`src/rtl/tick_timer_pkg.sv`:
```
package tick_timer_pkg;
  parameter int CH      = 4;   // compare channels
  parameter int CW      = 32;  // counter width (widest mode)
  parameter int DW      = 32;  // bus data width
  parameter int AW      = 5;   // bus word address width
  parameter int PSW     = 4;   // divider exponent register width
  parameter int PSC_MAX = 9;   // largest divider exponent
  localparam int PW     = PSC_MAX; // divider phase counter width

  localparam logic [AW-1:0] A_START = AW'(0);
  localparam logic [AW-1:0] A_STOP  = AW'(1);
  localparam logic [AW-1:0] A_CLEAR = AW'(2);
  localparam logic [AW-1:0] A_EVT0  = AW'(4);
  localparam logic [AW-1:0] A_MODE  = AW'(8);
  localparam logic [AW-1:0] A_PSC   = AW'(9);
  localparam logic [AW-1:0] A_COUNT = AW'(10);
  localparam logic [AW-1:0] A_CMP0  = AW'(12);

  typedef enum logic [1:0] {
    WID_16 = 2'd0,
    WID_8  = 2'd1,
    WID_24 = 2'd2,
    WID_32 = 2'd3
  } width_e;

  function automatic logic [CW-1:0] width_mask(width_e w);
    case (w)
      WID_8:   width_mask = CW'(32'h0000_00FF);
      WID_24:  width_mask = CW'(32'h00FF_FFFF);
      WID_32:  width_mask = CW'(32'hFFFF_FFFF);
      default: width_mask = CW'(32'h0000_FFFF);
    endcase
  endfunction
endpackage

```
`src/rtl/tt_regs.sv`:
```
module tt_regs
  import tick_timer_pkg::*;
(
  input  logic                   clk,
  input  logic                   rst_n,
  input  logic                   sel_i,
  input  logic                   wr_i,
  input  logic [AW-1:0]          addr_i,
  input  logic [DW-1:0]          wdata_i,
  input  logic [CW-1:0]          count_i,
  input  logic [CH-1:0]          flags_i,
  output logic                   start_o,
  output logic                   stop_o,
  output logic                   clear_o,
  output logic [CH-1:0]          evt_clr_o,
  output width_e                 mode_o,
  output logic [PSW-1:0]         psc_o,
  output logic [CH-1:0][CW-1:0]  cmp_o,
  output logic [DW-1:0]          rdata_o
);
  logic wr_en, rd_en;
  logic [PSW-1:0] psc_wr;
  logic [DW-1:0]  rd_mux;

  assign wr_en = sel_i & wr_i;
  assign rd_en = sel_i & ~wr_i;

  assign start_o = wr_en & wdata_i[0] & (addr_i == A_START);
  assign stop_o  = wr_en & wdata_i[0] & (addr_i == A_STOP);
  assign clear_o = wr_en & wdata_i[0] & (addr_i == A_CLEAR);

  assign psc_wr = (wdata_i[PSW-1:0] > PSW'(PSC_MAX)) ? PSW'(PSC_MAX) : wdata_i[PSW-1:0];

  always_ff @(posedge clk) begin
    if (!rst_n) begin
      mode_o <= WID_16;
      psc_o  <= '0;
    end else if (wr_en) begin
      if (addr_i == A_MODE) mode_o <= width_e'(wdata_i[1:0]);
      if (addr_i == A_PSC)  psc_o  <= psc_wr;
    end
  end

  for (genvar i = 0; i < CH; i++) begin : g_ch
    localparam logic [AW-1:0] EA = A_EVT0 + AW'(i);
    localparam logic [AW-1:0] CA = A_CMP0 + AW'(i);
    assign evt_clr_o[i] = wr_en & (addr_i == EA) & (wdata_i == '0);
    always_ff @(posedge clk) begin
      if (!rst_n)                        cmp_o[i] <= '0;
      else if (wr_en && addr_i == CA)    cmp_o[i] <= wdata_i[CW-1:0];
    end
  end

  always_comb begin
    rd_mux = '0;
    if (addr_i == A_MODE)  rd_mux = DW'(mode_o);
    if (addr_i == A_PSC)   rd_mux = DW'(psc_o);
    if (addr_i == A_COUNT) rd_mux = DW'(count_i);
    for (int i = 0; i < CH; i++) begin
      if (addr_i == A_EVT0 + AW'(i)) rd_mux = DW'(flags_i[i]);
      if (addr_i == A_CMP0 + AW'(i)) rd_mux = DW'(cmp_o[i]);
    end
  end

  always_ff @(posedge clk) begin
    if (!rst_n)     rdata_o <= '0;
    else if (rd_en) rdata_o <= rd_mux;
  end

  AST_PSC_BOUND: assert property (@(posedge clk) disable iff (!rst_n)
    psc_o <= PSW'(PSC_MAX));
  AST_READ_HOLD: assert property (@(posedge clk) disable iff (!rst_n)
    !rd_en |=> $stable(rdata_o));
endmodule

```
`src/rtl/tt_prescale.sv`:
```
module tt_prescale
  import tick_timer_pkg::*;
(
  input  logic           clk,
  input  logic           rst_n,
  input  logic           run_i,
  input  logic           tick_i,
  input  logic           clear_i,
  input  logic [PSW-1:0] psc_i,
  output logic           step_o
);
  logic [PW-1:0] phase_q;
  logic [PW-1:0] low;

  assign low    = ~({PW{1'b1}} << psc_i);
  assign step_o = run_i & tick_i & ((phase_q & low) == low);

  always_ff @(posedge clk) begin
    if (!rst_n || clear_i)  phase_q <= '0;
    else if (run_i && tick_i) phase_q <= phase_q + PW'(1);
  end

  AST_PHASE_STOPPED: assert property (@(posedge clk) disable iff (!rst_n)
    !run_i && !clear_i |=> $stable(phase_q));
endmodule

```
`src/rtl/tt_counter.sv`:
```
module tt_counter
  import tick_timer_pkg::*;
(
  input  logic          clk,
  input  logic          rst_n,
  input  logic          start_i,
  input  logic          stop_i,
  input  logic          clear_i,
  input  logic          step_i,
  input  width_e        mode_i,
  output logic          run_o,
  output logic          adv_o,
  output logic [CW-1:0] mask_o,
  output logic [CW-1:0] count_o,
  output logic [CW-1:0] count_nxt_o
);
  assign mask_o      = width_mask(mode_i);
  assign count_nxt_o = (count_o + CW'(1)) & mask_o;
  assign adv_o       = step_i & ~clear_i;

  always_ff @(posedge clk) begin
    if (!rst_n)       run_o <= 1'b0;
    else if (start_i) run_o <= 1'b1;
    else if (stop_i)  run_o <= 1'b0;
  end

  always_ff @(posedge clk) begin
    if (!rst_n || clear_i) count_o <= '0;
    else if (step_i)       count_o <= count_nxt_o;
  end

  AST_CLEAR_ZERO: assert property (@(posedge clk) disable iff (!rst_n)
    clear_i |=> count_o == '0);
  AST_HOLD_STOPPED: assert property (@(posedge clk) disable iff (!rst_n)
    !run_o && !clear_i |=> $stable(count_o));
  AST_WRAP_ZERO: assert property (@(posedge clk) disable iff (!rst_n)
    adv_o && count_o == mask_o |=> count_o == '0);
endmodule

```
`src/rtl/tt_channel.sv`:
```
module tt_channel
  import tick_timer_pkg::*;
(
  input  logic          clk,
  input  logic          rst_n,
  input  logic          adv_i,
  input  logic [CW-1:0] count_nxt_i,
  input  logic [CW-1:0] mask_i,
  input  logic [CW-1:0] cmp_i,
  input  logic          clr_i,
  output logic          flag_o
);
  logic hit;
  assign hit = adv_i & (count_nxt_i == (cmp_i & mask_i));

  always_ff @(posedge clk) begin
    if (!rst_n)     flag_o <= 1'b0;
    else if (hit)   flag_o <= 1'b1;
    else if (clr_i) flag_o <= 1'b0;
  end

  AST_FLAG_STICKY: assert property (@(posedge clk) disable iff (!rst_n)
    flag_o && !clr_i |=> flag_o);
  AST_NO_EVT_IDLE: assert property (@(posedge clk) disable iff (!rst_n)
    !adv_i |=> !$rose(flag_o));
endmodule

```
`src/rtl/tick_compare_timer.sv`:
```
module tick_compare_timer
  import tick_timer_pkg::*;
(
  input  logic          clk,
  input  logic          rst_n,
  input  logic          tick_i,
  input  logic          bus_sel_i,
  input  logic          bus_wr_i,
  input  logic [4:0]    bus_addr_i,
  input  logic [31:0]   bus_wdata_i,
  output logic [31:0]   bus_rdata_o,
  output logic [31:0]   count_o,
  output logic [3:0]    evt_o
);
  logic start, stop, clear, step, run, adv;
  logic [CH-1:0] evt_clr, flags;
  width_e mode;
  logic [PSW-1:0] psc;
  logic [CH-1:0][CW-1:0] cmp;
  logic [CW-1:0] mask, count, count_nxt;

  tt_regs u_regs (
    .clk(clk), .rst_n(rst_n), .sel_i(bus_sel_i), .wr_i(bus_wr_i),
    .addr_i(bus_addr_i), .wdata_i(bus_wdata_i), .count_i(count),
    .flags_i(flags), .start_o(start), .stop_o(stop), .clear_o(clear),
    .evt_clr_o(evt_clr), .mode_o(mode), .psc_o(psc), .cmp_o(cmp),
    .rdata_o(bus_rdata_o));

  tt_prescale u_psc (
    .clk(clk), .rst_n(rst_n), .run_i(run), .tick_i(tick_i),
    .clear_i(clear), .psc_i(psc), .step_o(step));

  tt_counter u_cnt (
    .clk(clk), .rst_n(rst_n), .start_i(start), .stop_i(stop),
    .clear_i(clear), .step_i(step), .mode_i(mode), .run_o(run),
    .adv_o(adv), .mask_o(mask), .count_o(count), .count_nxt_o(count_nxt));

  for (genvar i = 0; i < CH; i++) begin : g_chan
    tt_channel u_ch (
      .clk(clk), .rst_n(rst_n), .adv_i(adv), .count_nxt_i(count_nxt),
      .mask_i(mask), .cmp_i(cmp[i]), .clr_i(evt_clr[i]), .flag_o(flags[i]));
  end

  assign count_o = count;
  assign evt_o   = flags;

  AST_MATCH_NEEDS_STEP: assert property (@(posedge clk) disable iff (!rst_n)
    !step |=> !$rose(evt_o));
endmodule

```
`config.mk`:
```
export PLATFORM = sky130hd
export DESIGN_NAME = tick_compare_timer
export DESIGN_NICKNAME = d
export VERILOG_FILES = /design/src/rtl/tick_timer_pkg.sv /design/src/rtl/tt_regs.sv /design/src/rtl/tt_prescale.sv /design/src/rtl/tt_counter.sv /design/src/rtl/tt_channel.sv /design/src/rtl/tick_compare_timer.sv
export SDC_FILE = /design/constraint.sdc
export NUM_CORES = 1
export LEC_CHECK = 0
export ABC_AREA = 1
export BUFFER_PORTS_ARGS = -buffer_cell sky130_fd_sc_hd__buf_2
export CORE_AREA = 2 2 219 178
export CTS_CLUSTER_DIAMETER = 150
export DETAILED_ROUTE_END_ITERATION = 8
export DIE_AREA = 0 0 221 180
export PLACE_DENSITY = 0.51
export SYNTH_ARGS = -nofsm -noshare
export SYNTH_HDL_FRONTEND = slang
export SYNTH_HIERARCHICAL = 1
export SYNTH_SLANG_ARGS = --single-unit
export TNS_END_PERCENT = 30
```
`constraint.sdc`:
```
create_clock -name clk -period 4.1 [get_ports clk]
set_clock_uncertainty 0.1 [all_clocks]
set_input_delay 0.41 -clock clk [delete_from_list [all_inputs] [get_ports clk]]
set_output_delay 0.41 -clock clk [all_outputs]
set_load 0.02 [all_outputs]
```
# ---- Word level (Yosys, flattened, before mapping)
# Cells that the tools add are included.
dict set report op_classes {
  n_addsub 2
  n_lt_le_gt_ge 1
  n_eq_ne 21
  shifts 1
  n_mux 23
  n_bitwise 30
  n_reduce_logical 16
}
# cell count
set ops {}
lappend ops {{2-to-1 mux 32 bit} 9}
lappend ops {{AND 32 bit} 5}
lappend ops {{equality test 32 bit} 4}
lappend ops {{case mux 32 bit (3 select lines)} 1}
lappend ops {{equality test 5 x 4 -> 1 bit (second input constant)} 7}
lappend ops {{adder 32 x 1 -> 32 bit (second input constant)} 1}
lappend ops {{zero test 32 bit} 1}
lappend ops {{AND 1 bit} 21}
lappend ops {{equality test 5 x 3 -> 1 bit (second input constant)} 4}
lappend ops {{2-to-1 mux 1 bit} 10}
lappend ops {{nonzero test 2 bit} 5}
lappend ops {{adder 9 x 1 -> 9 bit (second input constant)} 1}
lappend ops {{AND 9 bit} 1}
lappend ops {{equality test 9 bit} 1}
lappend ops {{inverter 9 bit} 1}
lappend ops {{left shift 9 x 4 -> 9 bit (first input constant)} 1}
lappend ops {{2-to-1 mux 4 bit} 2}
lappend ops {{equality test 5 x 1 -> 1 bit (second input constant)} 1}
lappend ops {{equality test 5 x 2 -> 1 bit (second input constant)} 1}
lappend ops {{logical AND 1 bit} 5}
lappend ops {{zero test 5 bit} 1}
lappend ops {{equality test 2 bit (second input constant)} 2}
lappend ops {{greater-than comparator 4 bit (second input constant)} 1}
lappend ops {{AND reduction 2 bit} 2}
lappend ops {{other kinds (5)} 6}
dict set report word_totals {
  reg_bits 212
  input_bits 42
  out_inout_bits 68
  wordCells 108
}

# ---- Logic depth before layout (Yosys ltp)
# Gate-level depths: netlist (run 1).
dict set report depth {
  depth_word 12
  ltp_mapped 18
  depth_no_buf 18
}

# ---- Modules after synthesis
# Netlist (run 1), hierarchy kept.
# module instances cells_per_inst area_each_um2 seq_area_each_um2
set by_module_without_submodules {}
lappend by_module_without_submodules {tt_regs 1 952 7115.6 3323.2}
lappend by_module_without_submodules {tt_channel 4 141 668.1 20.0}
lappend by_module_without_submodules {tt_counter 1 409 2592.5 660.6}
lappend by_module_without_submodules {tt_prescale 1 104 586.8 180.2}

# ---- Worst setup path after synthesis (run 1)
# Ideal clock, no wire load.
dict set report synth_path {
  path_type {reg-to-reg}
  start {register u_cnt.count_o[1]}
  end {register g_chan[0].u_ch.flag_o}
  setup_time_ns 0.066
  arrival_time_ns 2.157
  path_slack_ns 1.777
  path_stages_with_launch 18
  period_less_slack_ns 2.323
  path_cell_list {dfxtp_1 > ha_1 > nand2_2 > nor2_4 > nand2_1 > nor2_2 > nand2_1 > nand2_1 > nand3_2 > inv_1 > nand3_1 > nand2_1 > nand3_1 > nor2_1 > nand2_1 > nor2_1 > nand3_1 > a21oi_2}
}
dict set report synth_via {
  elab_chain_len 5
}
# element line
set synth_rtl {}
lappend synth_rtl {{start, declared} tt_counter.sv:14} ;# output logic [CW-1:0] count_o,
lappend synth_rtl {{start signal, assigned} tt_counter.sv:29} ;# else if (step_i) count_o <= count_nxt_o;
lappend synth_rtl {{adder 32 x 1 -> 32 bit (*)} tt_counter.sv:18} ;# assign count_nxt_o = (count_o + CW'(1)) & mask_o;
lappend synth_rtl {{AND 32 bit (*)} tt_counter.sv:18}
lappend synth_rtl {{named net count_nxt[30]} tick_compare_timer.sv:20} ;# logic [CW-1:0] mask, count, count_nxt;
lappend synth_rtl {{equality test 32 bit (*)} tt_channel.sv:14} ;# assign hit = adv_i & (count_nxt_i == (cmp_i & mask_i));
lappend synth_rtl {{AND 1 bit (*)} tt_channel.sv:14}
lappend synth_rtl {{2-to-1 mux 1 bit or nonzero test 2 bit (tied branches)} -}
lappend synth_rtl {{end signal, assigned} tt_channel.sv:17} ;# if (!rst_n) flag_o <= 1'b0;
lappend synth_rtl {{end signal, assigned} tt_channel.sv:18} ;# else if (hit) flag_o <= 1'b1;
lappend synth_rtl {{end signal, assigned} tt_channel.sv:19} ;# else if (clr_i) flag_o <= 1'b0;
lappend synth_rtl {{end, declared} tt_channel.sv:11} ;# output logic flag_o
# Mark *: on every way through the listed nets, which the timed path passes. The rest lies on a longest branch.
# A chain may end at the register's enable or synchronous reset.

# ---- Worst setup path in the final report (run 1)
# Ends and elaborated chain as after synthesis.

==> flow_summary.toml, run 1 <==
[status]
status = "complete, no violations"

[worst_setup_path]
rrSetupSlack_ns = 0.95
start_kind = "register"
endpoint_kind = "register"
r2r_cells = 17
r2r_end = "g_chan[0].u_ch/flag_o"
timing.rr.start = "u_cnt/count_o[1]"
cp_max_fo = 8
cp.required_ns = 4.48
cp.arrival_ns = 3.53
worstSetupPathType = "register to register"

[timing]
finalHoldViolations = 0
setup_viol = 0
relSlewSlack_pct = 30.9
fmax_mhz = 317
post-route-period-util_pct = 76.9
tightest_slew_ns = 1.03
setup-tns-final_ns = 0
drv_slew = 0
rsz0062_at_grt = "false"
min_period_ns = 3.15

[synth]
yosys_warnings = 6
seq_area_frac_synth_pct = 32.7
ys_async_sr_fraction_pct = 0
syn_avg_cell_area_um2 = 6.39
netlist_area_um2 = 13000
synth.distinct_cells = 40
ys_ff_latch = 212
synth_enable_flop_cells = 0
synthCells = 2029
synth_flop_cell = "dfxtp_1"

[detailed_routing]
drt_iter0_markers = 962
wl_mm = 45.6
postRouteAntennaNets = 0
avgViaCountPerCell = 5.03
dr_total_vias = 13100
drc = 0
first_pass_iters = 5
wire_per_inst_um = 17.6

[floorplan]
rows = 64
dieArea_um2 = 39800
pin_count = 110
fp.coreArea_um2 = 37700
die_width_um = 221
dieHeight_um = 180
start_util_pct = 34.4

[power]
power_frac_seq_pct = 44.5
power.density_nw_per_um2 = 324
clkPwrFrac_pct = 49.6
p_int_mw = 3.56
leakage_nw = 6.02
max-vdd-ir-drop_mv = 0.205
p_comb_share_pct = 5.8
p_switching_mw = 1.17
switching_share_pct = 24.7

[place]
place_area_um2 = 13700
portBuffers = 109
hpwl_mm = 32.0
gp_congestion = 0.863
dp_cells = 2550

[layout]
final_cells = 2595
fillers = 4067
area_delta_synth_final_pct = 12.5
fin_nets = 2126
multi_input_area_um2 = 7120
ff_latch_area_um2 = 4250
final_common_cell = "nand2_1"
mostFrequentLayoutCells = "nand2_1 (522), inv_1 (273), dfxtp_1 (211), o21ai_0 (182), nor2_1 (181)"
fin_area_um2 = 14600
drive_above_1_share_pct = 12.2
antennaDiodeCount = 0

[hold_path]
holdCritStartpoint = "rst_n"
hold_end = "u_cnt/run_o"
worst_hold_path.num_cells = 3
min_path_type = "primary input to register"

[clocking]
cts-root-buf = "clkbuf_16"
cts_tree = "yes"
postCtsHoldBufs = 0
h-tree-depth = 1
post-cts-setup-buffers = 0
cts_made_buffers = 25
clk_pin_slew_ns = 0.06
clockBufferDepth = 3
ctsResizeCount = 0
clk_latency_ns = 0.54
cts.sinks = 212

[global_route]
overflow = 0
grt_antenna_before_repair = 0
grt_pass1_wl_mm = 70.3
grt_max_degree = 72
grt_use_total_pct = 22.3
first_global_vias = 11900

[run]
cap_violations = 0
-- per-layer routing --
| layer | share of wire, % | GRT usage [%] | routed length, um | vias to the layer above |
|---|---|---|---|---|
| li1 | - | - | - | 6636 |
| met3 | 6.0 | 3.24 | 2750 | 45 |
| met5 | 0 | 0 | 0 | - |
| met2 | 43 | 34.1 | 19600 | 346 |
| met1 | 49 | 33.0 | 22400 | 6023 |
| met4 | 1.9 | 4.64 | 866 | 0 |
-- critical path, stage by stage, from the launching register on --
cell     delay [ns]
dfxtp_1        0.51
ha_1           0.30
nand2_2        0.09
nor2_4         0.17
nand2_1        0.08
nor2_2         0.19
nand2_1        0.08
nand2_1        0.07
nand3_2        0.08
inv_1          0.21
nand3_1        0.10
nand2_1        0.08
nand3_1        0.08
nor2_1         0.20
nand2_1        0.08
nor2_1         0.34
nand3_1        0.18
a21oi_2        0.14
-- worst max path at each step --
stage	start	endpoint	slack, ns	cells after the start
finish	u_cnt/count_o[1]	g_chan[0].u_ch/flag_o	0.95	17
global route	u_cnt/count_o[1]	g_chan[0].u_ch/flag_o	0.75	17
CTS	u_cnt/count_o[1]	g_chan[0].u_ch/flag_o	1.01	17
detailed placement	u_cnt/count_o[1]	g_chan[0].u_ch/flag_o	1.03	17
global placement	u_cnt/count_o[1]	g_chan[0].u_ch/flag_o	1.04	17
floorplan	u_cnt/count_o[1]	g_chan[0].u_ch/flag_o	1.78	17
-- registers in the layout, indices dropped and copies added, names as in the netlist --
signal	flops
u_regs/rdata_o	32
u_psc/phase_q	9
g_chan.u_ch/flag_o	4
u_cnt/run_o	1
u_regs/cmp_o	128
u_regs/psc_o	4
u_cnt/count_o	32
u_regs/mode_o	2
-- Yosys cell counts (2+ instances only) --
library cell  instances  area share (%)
o2111ai_1            28             1.9
nand2_2               9            0.43
nand2_4               3            0.26
buf_6                 4            0.35
xnor2_1              12            0.81
o21ai_1              23            0.89
dfxtp_1             212              33
or2_2                 3            0.14
xor2_1               34             2.3
nor2_4               12             1.0
nand2_1             522              15
nor3_1                4            0.15
nand3b_1             24             1.4
or2_1                 2           0.096
o221ai_1             29             2.0
inv_2                 8            0.23
buf_4                35             2.0
buf_2                20            0.77
clkbuf_1             47             1.4
o21ai_0             182             7.0
nand3_2              20             1.5
ha_1                  2            0.19
inv_1               273             7.9
and2_1                2           0.096
a211oi_1              3            0.17
nor2_1              183             5.3
nand4_1              15            0.72
nor2_2               15            0.72
a21oi_2              16             1.1
nand3_1             138             5.3
o211ai_1              2            0.12
nor4_1                8            0.39
a21oi_1             132             5.1
-- power by group through the flow --
stage	clock network [mW]	logic (mW)	registers (mW)
2_1_floorplan	0	0.141	2.17
4_1_cts	2.40	0.275	2.11
6_report	2.35	0.276	2.10
3_5_place_dp	0	0.274	2.15
3_3_place_gp	0	0.271	2.15
5_1_grt	2.48	0.303	2.11
-- area by class of cell --
class | instances | area share, %
Clock inverter | 10 | 0.892
Timing Repair Buffer | 126 | 4.80
Clock buffer | 35 | 4.89
Inverter | 282 | 7.26
Sequential cell | 212 | 29.1
Multi-Input combinational cell | 1435 | 48.8
Tap cell | 495 | 4.25
-- through the flow --
stage | utilization (%) | power, mW | hold slack, ns | worst slack (ns)
after floorplan | - | 2.31 | 0.334 | 1.78
after global placement | 36.4 | 2.42 | 0.351 | 1.04
after detailed placement | 36.4 | 2.42 | 0.357 | 1.03
after CTS | 38.7 | 4.78 | 0.0416 | 1.01
after global routing | 38.7 | 4.89 | 0.0531 | 0.748
final | 38.7 | 4.73 | 0.0511 | 0.947
-- cell families after synthesis --
kind of cell	after synthesis	synth area share, %
compound gates	417	18.3
xor+xnor	46	3.11
fa+ha+maj	2	0.193
buf+inv	389	12.7
flops	212	32.7
other cells	1	0.0289
simple gates	962	32.9
(Power assumes the default switching activity.)
==> run 2, diff against run 1 <==
clock period = 3.2 ns   (was 4.1 ns; I/O delays follow)
==> flow_summary.toml, run 2 (synthesized netlist as in run 1, its figures left out) <==
[status]
status = "complete, no violations"

[timing]
setup_viol = 0
post-route-period-util_pct = 90.5
drv_slew = 0
tightest_slew_ns = 0.904
finalHoldViolations = 0
rsz0062_at_grt = "false"
worst_slack_ns = 0.304
min_period_ns = 2.90
fmax_mhz = 345
relSlewSlack_pct = 39.5
setup-tns-final_ns = 0

[worst_setup_path]
r2r_cells = 12
r2r_end = "g_chan[3].u_ch/flag_o"
startpoint = "u_cnt/count_o[1]"
endpoint = "g_chan[3].u_ch/flag_o"
rrSetupSlack_ns = 0.30
cp.arrival_ns = 3.28
cp_max_fo = 9
cp.required_ns = 3.59
timing.rr.start = "u_cnt/count_o[1]"
endpoint_kind = "register"
start_kind = "register"
worstSetupPathType = "register to register"

[floorplan]
dieArea_um2 = 39800
rows = 64
pin_count = 110
start_util_pct = 34.4
fp.coreArea_um2 = 37700
dieHeight_um = 180
die_width_um = 221

[hold_path]
min_path_type = "primary input to register"

[layout]
regMostFlops = "u_regs/cmp_o"
fin_nets = 2168
area_delta_synth_final_pct = 15.5
final_common_cell = "nand2_1"
reg_top3 = "u_regs/cmp_o: 128 flops, u_cnt/count_o: 32 flops, u_regs/rdata_o: 32 flops"
antennaDiodeCount = 0
fillers = 4075
largest_reg_flops = 128
mostFrequentLayoutCells = "nand2_1 (522), inv_1 (273), dfxtp_1 (211), o21ai_0 (182), nor2_1 (181)"
drive_above_1_share_pct = 12.5

[detailed_routing]
avgViaCountPerCell = 5.07
wl_mm = 47.1
wire_per_inst_um = 17.8
dr_total_vias = 13400
postRouteAntennaNets = 0
drc = 0
drt_iter0_markers = 1087
first_pass_iters = 5

[clocking]
cts.sinks = 212
h-tree-depth = 1
cts-root-buf = "clkbuf_16"
cts_made_buffers = 26
cts_tree = "yes"
clk_latency_ns = 0.56
clk_pin_slew_ns = 0.06
clockBufferDepth = 3

[place]
pre_cts_ws_ns = 0.360
gp_congestion = 0.941
portBuffers = 109
hpwl_mm = 34.1

[run]
cap_violations = 0

[power]
power.density_nw_per_um2 = 408
leakage_nw = 6.21
max-vdd-ir-drop_mv = 0.365

[global_route]
grt_antenna_before_repair = 0
first_global_vias = 12400
grt_max_degree = 63
overflow = 0
grt_use_total_pct = 23.0
grt_pass1_wl_mm = 72.7
==> run 2: cell types whose count changed in the layout (fill, tap and decap cells not counted), sizes merged <==
cell         previous run  this run
bufinv                  3         2
clkbuf                 35        41
buf                   126       139
clkinvlp                2         0
dlygate4sd3             0        28
==> run 2: area by class of cell <==
type                    instances  area (um2)  area share, %
inverters                     282        1060           7.07
clock buffers                  41         768           5.13
clock inverters                 7        85.1          0.568
repair buffers                167        1080           7.20
multi-input cells            1435        7120           47.5
well taps                     495         619           4.14
flip-flops and latches        212        4250           28.4
==> run 2: worst min path at each step <==
stage	slack [ns]	startpoint	endpoint	cells past startpoint
floorplan	0.33	u_regs/cmp_o[96]	u_regs/cmp_o[96]	2
detailed placement	0.36	u_regs/cmp_o[32]	u_regs/cmp_o[32]	2
global placement	0.36	u_regs/cmp_o[50]	u_regs/cmp_o[50]	2
global route	0.03	bus_wdata_i[28]	u_regs/cmp_o[92]	3
finish	0.03	bus_wdata_i[28]	u_regs/cmp_o[92]	3
CTS	0.006	tick_i	u_psc/phase_q[2]	3
==> run 2: critical path, stage by stage (launching register included) <==
cell,delay [ns]
dfxtp_1,0.43
ha_1,0.26
nand3_1,0.22
nor2_2,0.22
xor2_1,0.56
nand3_1,0.14
nand2_1,0.09
nand3_1,0.12
nor2_1,0.23
nand2_1,0.15
nor2_2,0.10
nand3_1,0.08
a21oi_2,0.11
==> run 2: timing repair <==
action / CTS / global route
resized for setup: 0 / 0
hold buffers: 28 / 0
buffers inserted: 0 / 0
endpoints found under the hold margin: 56 / 0
==> run 2: report_power, final <==
part	total, mW	switching, mW	internal [mW]	leakage (nW)
clock network	3.02	1.22	1.80	0.421
logic	0.388	0.267	0.122	4.08
registers	2.70	0.0228	2.67	1.71
==> run 2: routing by layer <==
metal	vias up	GRT usage [%]	wire length [um]
met4	0	4.43	774
met2	391	35.6	20100
li1	6734	-	-
met3	45	3.76	3030
met1	6200	33.8	23200
met5	-	0	0
==> run 2: per-stage QoR <==
step	instance area [um2]	hold slack [ns]	std cells	total power [mW]	utilization, %
final	15000	0.0259	2639	6.11	39.7
after detailed placement	13800	0.363	2563	3.12	36.7
after CTS	15000	0.00644	2639	6.18	39.7
after global routing	15000	0.0333	2639	6.31	39.7
after global placement	13800	0.360	2563	3.11	36.7
after floorplan	13000	0.334	2036	2.96	-
==> run 3, diff against run 2 <==
PLACE_DENSITY = 0.53   (was 0.51)
clock period = 2.54 ns   (was 3.2 ns; I/O delays follow)
==> flow_summary.toml, run 3 (synthesized netlist as in run 1, its figures left out) <==
[floorplan]
rows = 64
start_util_pct = 34.4
dieHeight_um = 180
die_width_um = 221
dieArea_um2 = 39800
fp.coreArea_um2 = 37700
pin_count = 110

[detailed_routing]
drt_iter0_markers = 1103
wl_mm = 47.1
dr_total_vias = 13800
postRouteAntennaNets = 0
avgViaCountPerCell = 5.09
wire_per_inst_um = 17.4
drc = 0
first_pass_iters = 6

[worst_setup_path]
cp.arrival_ns = 2.83
r2r_end = "g_chan[0].u_ch/flag_o"
rrSetupSlack_ns = 0.11
endpoint = "g_chan[0].u_ch/flag_o"
cp_max_fo = 4
start_kind = "register"
crit_chain = "ha_4 > nand2_2 > nor2_4 > nand2_4 > buf_12 > nor2_4 > nand2_1 > nand3_1 > inv_1 > xor2_1 > nand3_1 > nor2_1 > nand3_1 > a21oi_2"
endpoint_kind = "register"
path_common_cell = "nand3_1"
worstSetupPathType = "register to register"
startpoint = "u_cnt/count_o[1]"
r2r_cells = 14
cp.required_ns = 2.94
crit_slowest_cell = "dfxtp_4"
slowest_delay_ns = 0.36
timing.rr.start = "u_cnt/count_o[1]"

[clocking]
cts_tree = "yes"
cts_made_buffers = 26
clockBufferDepth = 3
h-tree-depth = 1
clk_pin_slew_ns = 0.06
clk_latency_ns = 0.56
cts.sinks = 212
cts-root-buf = "clkbuf_16"

[global_route]
overflow = 0
grt_antenna_before_repair = 0
first_global_vias = 12400
grt_max_degree = 70
grt_pass1_wl_mm = 72.1
grt_use_total_pct = 22.7

[power]
leakage_nw = 6.53
power.density_nw_per_um2 = 477
total_power_mw = 7.49
max-vdd-ir-drop_mv = 0.391

[place]
hpwl_mm = 33.9
gp_congestion = 0.913
portBuffers = 109

[timing]
setup_viol = 0
post-route-period-util_pct = 95.8
fmax_mhz = 411
relSlewSlack_pct = 52.9
min_period_ns = 2.43
rsz0062_at_grt = "true"
finalHoldViolations = 0
tightest_slew_ns = 0.706
drv_slew = 0

[layout]
regMostFlops = "u_regs/cmp_o"
drive_above_1_share_pct = 18.0
final_common_cell = "nand2_1"
largest_reg_flops = 128
area_delta_synth_final_pct = 21.0
post-route-util_pct = 41.6
reg_top3 = "u_regs/cmp_o: 128 flops, u_cnt/count_o: 32 flops, u_regs/rdata_o: 32 flops"
mostFrequentLayoutCells = "nand2_1 (509), inv_1 (253), dfxtp_1 (204), o21ai_0 (182), nor2_1 (167)"
fin_nets = 2237
antennaDiodeCount = 0

[hold_path]
min_path_type = "primary input to register"

[status]
status = "complete, no violations"

[run]
cap_violations = 0
-- run 3: cell types whose count changed in the layout (fill, tap and decap cells not counted), moves of 12 or more --
cell     before  now
buf_4        29   87
inv_1       273  253
nand2_2       9   21
nor2_1      181  167
nand2_1     522  509
inv_2         8   21
-- run 3: final cells by class --
class | count | area [um2]
clock inverters | 8 | 42.5
well taps | 495 | 619
multi-input cells | 1435 | 7280
inverters | 282 | 1080
fillers | 3968 | 22000
flip-flops and latches | 212 | 4260
clock buffers | 38 | 757
repair buffers | 236 | 1660
-- run 3: per-stage QoR --
step / instance area [um2] / setup WS (ns) / TNS [ns] / cells / hold WS [ns]
after floorplan: 13000 / 0.217 / 0 / 2036 / 0.276
after global placement: 14300 / -0.0506 / -0.0736 / 2615 / 0.360
after detailed placement: 14300 / -0.0779 / -0.110 / 2615 / 0.365
after CTS: 15400 / 0.0159 / 0 / 2695 / 0.00987
after global routing: 15700 / -0.0319 / -0.0920 / 2706 / 0.0478
final: 15700 / 0.107 / 0 / 2706 / 0.0267
-- run 3: timing repair --
action,in CTS,in global routing
gates resized for setup,7,75
hold endpoints to repair,125,0
endpoints found under the setup margin,2,4
setup buffers,0,11
pin swaps,1,40
hold buffers,34,0
gates cloned,0,0
-- run 3: per-layer routing --
| layer | vias to the layer above | global-route usage (%) | wire length [um] | share of wire [%] |
|---|---|---|---|---|
| met3 | 64 | 3.43 | 2890 | 6.1 |
| li1 | 6848 | - | - | - |
| met2 | 386 | 35.1 | 20200 | 43 |
| met5 | - | 0 | 0 | 0 |
| met4 | 0 | 4.67 | 955 | 2.0 |
| met1 | 6484 | 33.4 | 23000 | 49 |
-- run 3: power breakdown --
part / internal (mW) / switching, mW / leakage [nW]
combinational: 0.166 / 0.341 / 4.41
sequential: 3.37 / 0.0277 / 1.72
clock: 2.05 / 1.53 / 0.397
-- run 3: worst min path at each step --
stage	cells after the start	slack, ns	endpoint	start
floorplan	2	0.28	g_chan[0].u_ch/flag_o	rst_n
global placement	2	0.36	u_regs/cmp_o[59]	u_regs/cmp_o[59]
detailed placement	2	0.36	u_regs/cmp_o[57]	u_regs/cmp_o[57]
CTS	4	0.01	u_regs/rdata_o[0]	bus_sel_i
global route	4	0.05	u_regs/rdata_o[0]	bus_sel_i
finish	4	0.03	u_regs/rdata_o[0]	bus_sel_i
-- run 3: critical path: cells and delay by family (launching register included) --
kind	cells	cell delay, ns
adder cells (fa/ha/maj)	1	0.15
XOR/XNOR	1	0.18
buffers and inverters	2	0.27
flip-flops	1	0.36
AO/OA/AOI/OAI	1	0.13
AND/OR/NAND/NOR	9	1.17
